<file path="src/rtl/scf_pkg.sv">
// Shared types for the strip cluster finder.
// Assumes nothing beyond standard SystemVerilog packages.
package scf_pkg;

    // Classification of the run that starts at a given strip
    typedef enum logic [1:0] {
        RUN_NONE   = 2'd0,  // no run starts here
        RUN_PAIR   = 2'd1,  // run of exactly two strips
        RUN_TRIPLE = 2'd2,  // run of exactly three strips
        RUN_BAD    = 2'd3   // run of one strip, or four and more
    } run_kind_t;

endpackage

</file>
<file path="src/rtl/scf_run_detect.sv">
// Classifies, for every strip, whether a run of fired strips starts there
// and how long it is. It produces a map with one bit set at the center
// strip of each valid run, plus a flag for any run of illegal length.
// Assumes: strips beyond both ends of the plane are unfired.
module scf_run_detect
    import scf_pkg::*;
#(
    parameter int NSTRIP = 32
) (
    input  logic [NSTRIP-1:0] bits,
    output logic [NSTRIP-1:0] center_map,
    output logic              bad_any
);

    // Padding: one zero below strip 0, three zeros above the top strip
    localparam int EXT_W = NSTRIP + 4;

    logic [EXT_W-1:0]  ext;
    run_kind_t         kind [NSTRIP];
    logic [NSTRIP-1:0] bad_vec;

    assign ext = {3'b000, bits, 1'b0};

    // Per-strip run classifier; ext[i+1] is strip i
    for (genvar i = 0; i < NSTRIP; i++) begin : g_cls
        logic prev, s0, s1, s2, s3;
        assign prev = ext[i];
        assign s0   = ext[i+1];
        assign s1   = ext[i+2];
        assign s2   = ext[i+3];
        assign s3   = ext[i+4];

        // Decide run kind from the starting strip and the three above it
        always_comb begin
            if (!s0 || prev)            kind[i] = RUN_NONE;
            else if (!s1)               kind[i] = RUN_BAD;
            else if (!s2)               kind[i] = RUN_PAIR;
            else if (!s3)               kind[i] = RUN_TRIPLE;
            else                        kind[i] = RUN_BAD;
        end
        assign bad_vec[i] = (kind[i] == RUN_BAD);
    end

    // Center placement: pair -> own strip, triple -> strip above the start
    for (genvar i = 0; i < NSTRIP; i++) begin : g_ctr
        if (i == 0) begin : g_first
            assign center_map[i] = (kind[i] == RUN_PAIR);
        end else begin : g_rest
            assign center_map[i] = (kind[i] == RUN_PAIR) || (kind[i-1] == RUN_TRIPLE);
        end
    end

    assign bad_any = |bad_vec;

    // Guard: a center is always a fired strip and never touches another
    always_comb begin

        center_on_fired_chk: assert ((center_map & ~bits) == '0);

        center_isolated_chk: assert ((center_map & (center_map >> 1)) == '0);
    end

endmodule

</file>
<file path="src/rtl/scf_hit_select.sv">
// Picks the lowest MAX_HITS set bits of the center map in ascending order
// and encodes them as strip indices. Flags any centers left over.
// Assumes: the center map has at most one bit per cluster.
module scf_hit_select #(
    parameter int NSTRIP   = 32,
    parameter int MAX_HITS = 4,
    parameter int IDX_W    = $clog2(NSTRIP)
) (
    input  logic [NSTRIP-1:0]         center_map,
    output logic [MAX_HITS-1:0]       hv,
    output logic [MAX_HITS*IDX_W-1:0] hidx,
    output logic                      too_many
);

    // Serial priority pick: each slot takes the lowest remaining center
    always_comb begin
        logic [NSTRIP-1:0] rest;
        logic              found;
        int                pick;
        rest = center_map;
        hv   = '0;
        hidx = '0;
        for (int k = 0; k < MAX_HITS; k++) begin
            found = 1'b0;
            pick  = 0;
            for (int j = 0; j < NSTRIP; j++) begin
                if (!found && rest[j]) begin
                    found = 1'b1;
                    pick  = j;
                end
            end
            if (found) begin
                rest[pick]              = 1'b0;
                hv[k]                   = 1'b1;
                hidx[k*IDX_W +: IDX_W]  = IDX_W'(pick);
            end
        end
        too_many = |rest;
    end

    // Guard: overflow only once every slot is taken
    always_comb begin

        spill_needs_full_chk: assert (!too_many || (&hv));
    end

endmodule

</file>
<file path="src/rtl/strip_cluster_finder.sv">
// Top of the strip cluster center finder. It takes a binary strip pattern,
// finds runs of 2 or 3 fired strips and reports their center strip indices
// one clock after in_valid. Assumes synchronous active-low reset.
module strip_cluster_finder #(
    parameter int NSTRIP   = 32,
    parameter int MAX_HITS = 4,
    parameter int IDX_W    = $clog2(NSTRIP)
) (
    input  logic                      clk,
    input  logic                      rst_n,
    input  logic                      in_valid,
    input  logic [NSTRIP-1:0]         strip_bits,
    output logic                      out_valid,
    output logic [MAX_HITS-1:0]       hit_valid,
    output logic [MAX_HITS*IDX_W-1:0] hit_index,
    output logic                      overflow,
    output logic                      bad_run
);

    logic [NSTRIP-1:0]         center_map;
    logic                      bad_any;
    logic [MAX_HITS-1:0]       sel_hv;
    logic [MAX_HITS*IDX_W-1:0] sel_idx;
    logic                      sel_many;

    scf_run_detect #(.NSTRIP(NSTRIP)) u_detect (
        .bits       (strip_bits),
        .center_map (center_map),
        .bad_any    (bad_any)
    );

    scf_hit_select #(.NSTRIP(NSTRIP), .MAX_HITS(MAX_HITS), .IDX_W(IDX_W)) u_select (
        .center_map (center_map),
        .hv         (sel_hv),
        .hidx       (sel_idx),
        .too_many   (sel_many)
    );

    // Valid flag follows in_valid by one clock
    always_ff @(posedge clk) begin
        if (!rst_n) out_valid <= 1'b0;
        else        out_valid <= in_valid;
    end

    // Result register: loads on accepted patterns, holds otherwise
    always_ff @(posedge clk) begin
        if (!rst_n) begin
            hit_valid <= '0;
            hit_index <= '0;
            overflow  <= 1'b0;
            bad_run   <= 1'b0;
        end else if (in_valid) begin
            hit_valid <= sel_hv;
            hit_index <= sel_idx;
            overflow  <= sel_many;
            bad_run   <= bad_any;
        end
    end


    vld_lat_chk: assert property (@(posedge clk) disable iff (!rst_n)
        in_valid |=> out_valid);

    vld_drop_chk: assert property (@(posedge clk) disable iff (!rst_n)
        !in_valid |=> !out_valid);

    hold_chk: assert property (@(posedge clk) disable iff (!rst_n)
        !in_valid |=> ($stable(hit_valid) && $stable(hit_index)
                       && $stable(overflow) && $stable(bad_run)));

    fill_low_chk: assert property (@(posedge clk) disable iff (!rst_n)
        out_valid |-> ((hit_valid & (hit_valid + MAX_HITS'(1))) == '0));

    ovf_full_chk: assert property (@(posedge clk) disable iff (!rst_n)
        overflow |-> (&hit_valid));

    for (genvar k = 0; k < MAX_HITS; k++) begin : g_slot_chk

        idle_zero_chk: assert property (@(posedge clk) disable iff (!rst_n)
            !hit_valid[k] |-> (hit_index[k*IDX_W +: IDX_W] == '0));
        if (k > 0) begin : g_order

            ascend_chk: assert property (@(posedge clk) disable iff (!rst_n)
                hit_valid[k] |-> (hit_index[k*IDX_W +: IDX_W]
                                  > hit_index[(k-1)*IDX_W +: IDX_W]));
        end
    end

endmodule

</file>
<file path="config.mk">
export PLATFORM = sky130hd
export DESIGN_NAME = strip_cluster_finder
export DESIGN_NICKNAME = d
export VERILOG_FILES = /design/src/rtl/scf_pkg.sv /design/src/rtl/scf_run_detect.sv /design/src/rtl/scf_hit_select.sv /design/src/rtl/strip_cluster_finder.sv
export SDC_FILE = /design/constraint.sdc
export NUM_CORES = 1
export LEC_CHECK = 0
export ABC_CLOCK_PERIOD_IN_PS = 12800
export BUFFER_PORTS_ARGS = -buffer_cell sky130_fd_sc_hd__buf_2
export CORE_MARGIN = 8
export CORE_UTILIZATION = 25
export DETAILED_ROUTE_END_ITERATION = 12
export HOLD_SLACK_MARGIN = 0.05
export PLACE_DENSITY = 0.44
export RECOVER_POWER = 100
export SKIP_CTS_REPAIR_TIMING = 1
export SYNTH_ARGS = -nofsm -noshare
export SYNTH_HDL_FRONTEND = slang
export SYNTH_HIERARCHICAL = 1
export SYNTH_SLANG_ARGS = --single-unit
</file>
<file path="constraint.sdc">
create_clock -name clk -period 12.8 [get_ports clk]
set_clock_uncertainty 0.2 [all_clocks]
set_input_delay 0.64 -clock clk [delete_from_list [all_inputs] [get_ports clk]]
set_output_delay 0.64 -clock clk [all_outputs]
set_load 0.005 [all_outputs]
</file>
==> impl_metrics.ini <==
[outcome]
outcome = finished, violations left
failed_checks = capacitance limit, slew limit

[worst_setup_path]
worstRegToRegCells = 2
end_kind = register
reg2reg_to = hit_index[14]
r2r-start = hit_index[14]
cp_max_fo = 19
crit_type = primary input to register
critPathArrivalTime_ns = 8.75
startpoint_type = primary input
crit_required_ns = 12.76
r2r_slack_ns = 11.94

[synthesis]
ys_types = 88
synth_nets = 931
ys_ff_latch = 27
synth_ff_type = dfxtp_1
synthXorXnorAreaFrac_pct = 2.11
synthMuxAreaShare_pct = 5.01
synth_simple_gate_area_share_pct = 40.4
avgSynthCellArea_um2 = 6.47
yosys_warnings = 6
synth_seq_area_share_pct = 9.32
async_flop_share_pct = 0
netlist_area_um2 = 5800
synth_compound_area_share_pct = 34.2
synth_edf_count = 0
syn_inst = 896
synth_top_family_by_area = simple AND/OR/NAND/NOR gates
synth-adder-area-share_pct = 2.61

[die]
rows = 55
initial_utilization_pct = 25.5
die_area_um2 = 28300
io_pins = 62
dieWidth_um = 168
core_area_um2 = 22700
die_y_um = 168

[global_route]
antenna_found_initial = 0
grt_use_total_pct = 15.4
grt_max_degree = 28
globalRouteOverflowTotal = 0
grt_pass1_vias = 6313
grt_pass1_wl_um = 35800

[detailed_routing]
wl_per_cell_um = 19.0
wl_um = 23000
antenna_left = 0
drc = 0
dr.pass1.iters = 5
drt-initial-drc-count = 887
vias = 6964
viasPerCell = 5.77

[job]
maxCapViolations = 2

[finish]
drive_above_1_share_pct = 9.22
area_delta_synth_final_pct = 9.43
nNetsFinal = 958
antenna_cells = 0

[clock_network]
clock-sinks = 27
numCtsBuffers = 3
cts_buffer_depth = 2
clk_pin_slew_ns = 0.07
cts_tree = done
cts-htree-levels = 1
cts_root_buffer = clkbuf_16
insertion_delay_ns = 0.27

[sta]
rsz0062_at_grt = false
worstMarginPinSlew_ns = 1.93
tns_ns = 0
finalWorstPathRequiredPeriod_ns = 8.78
setup_viol = 0
report.final.slew_viol_count = 40
finalHoldViolCount = 0
fmax_ghz = 0.114
slew_headroom_pct = -28.4
fin_crit_sh_pct = 68.6

[pwr]
vdd_drop_max_mv = 0.0531
power_density_nw_per_um2 = 74.3
power.total_uw = 471
leakage_uw = 0.00239

[worst_hold_path]
hold_path_depth = 2
holdPathEnd = hit_index[11]
hp-class = register to register
hp-start = hit_index[11]

[placement]
dp_hpwl_um = 18700
portBuffers = 61
place_congestion = 0.925
## power by group
group	leakage [µW]	internal, µW	switching [µW]	total [µW]
sequential	0.000223	95.9	5.82	102
clock	0.0000382	42.8	31.9	74.7
combinational	0.00212	106	189	295
total	0.00239	244	227	471
## worst max path at each step
stage	startpoint	endpoint	slack (ns)	cells after the start
3_3_place_gp	strip_bits[2]	hit_index[16]	5.07	19
6_report	strip_bits[2]	hit_index[18]	4.02	19
3_5_place_dp	strip_bits[4]	hit_index[16]	5.02	18
4_1_cts	strip_bits[4]	hit_index[16]	5.31	18
2_1_floorplan	strip_bits[7]	hit_index[16]	6.88	19
5_1_grt	strip_bits[2]	hit_index[16]	3.43	19
## layer usage
metal	up-vias	GRT usage, %	routed length (µm)
met5	-	0	0
met4	0	4.74	597
met3	28	2.43	1290
met2	239	23.5	9990
met1	3255	21.8	11100
li1	3442	-	-
## logic make-up after synthesis
kind of cell | Yosys count
buffers and inverters | 77
and+or+nand+nor | 436
DFF | 27
other | 1
muxes | 29
adders and majority gates | 15
xor gates and xnor gates | 14
AOI/OAI and AO/OA | 297
## critical path: stages
cell,delay [ns]
clkbuf_1,0.19
nand2_1,0.10
nor3b_1,0.14
clkbuf_1,0.38
or4_1,0.81
or4_1,0.83
nor2_1,0.46
a211oi_1,0.44
a21o_1,0.41
a2111oi_0,0.61
a2bb2oi_1,0.83
nand4b_1,0.66
nor3_1,0.85
o21ai_0,0.24
and2_0,0.18
o211ai_1,0.27
or4b_1,0.47
mux2i_1,0.14
nor2b_1,0.07
## layout make-up
type	instances	area [µm²]
clock buffers	4	78.8
fillers	2600	16400
inverters	17	63.8
multi-input cells	792	4880
flip-flops and latches	27	541
well taps	285	357
repair buffers	82	427
## Yosys cell counts (all sizes together) (19+ instances only)
master,instances,area (µm²)
a21oi,90,450
clkbuf,47,176
dfxtp,27,541
mux2i,29,290
nand2,122,458
nand2b,29,181
nand3,27,140
nor2,76,302
nor2b,32,200
nor3,20,105
nor3b,29,218
nor4,19,125
o21ai,53,265
## metrics by stage
stage / area (µm²) / utilization (%) / hold slack [ns] / cells / setup WS, ns
final: 6340 / 27.9 / 0.319 / 1207 / 4.02
after global routing: 6340 / 27.9 / 0.343 / 1207 / 3.43
after CTS: 6430 / 28.3 / 0.318 / 1207 / 5.31
after detailed placement: 6350 / 28.0 / 0.298 / 1203 / 5.02
after global placement: 6350 / 28.0 / 0.295 / 1203 / 5.07
after floorplan: 5800 / - / 0.307 / 896 / 6.88
## registers in the layout, summed over array words and instances (netlist names)
| name | cells |
|---|---|
| bad_run | 1 |
| overflow | 1 |
| hit_valid | 4 |
| hit_index | 20 |
| out_valid | 1 |
## placed cells by master (no fill, tap or decap), types with 7 or more instances in the layout
master,n
nor3b_1,23
nand4_1,8
a31oi_1,15
a211oi_1,14
or4_1,10
buf_4,20
o21ai_0,50
and2_1,8
xnor2_1,10
or2_2,8
nor2_1,76
nor3_1,20
nand3_1,26
a21o_1,9
or3_1,16
nor2b_1,32
nand2_1,122
nand2b_1,29
clkbuf_1,28
o31ai_1,7
o211ai_1,12
nor4_1,19
buf_2,35
a21oi_1,90
dfxtp_1,27
o31a_1,7
inv_1,17
maj3_1,14
o22ai_1,8
a22oi_1,7
mux2i_1,29
Note: power is estimated with default switching activity, not from simulation.
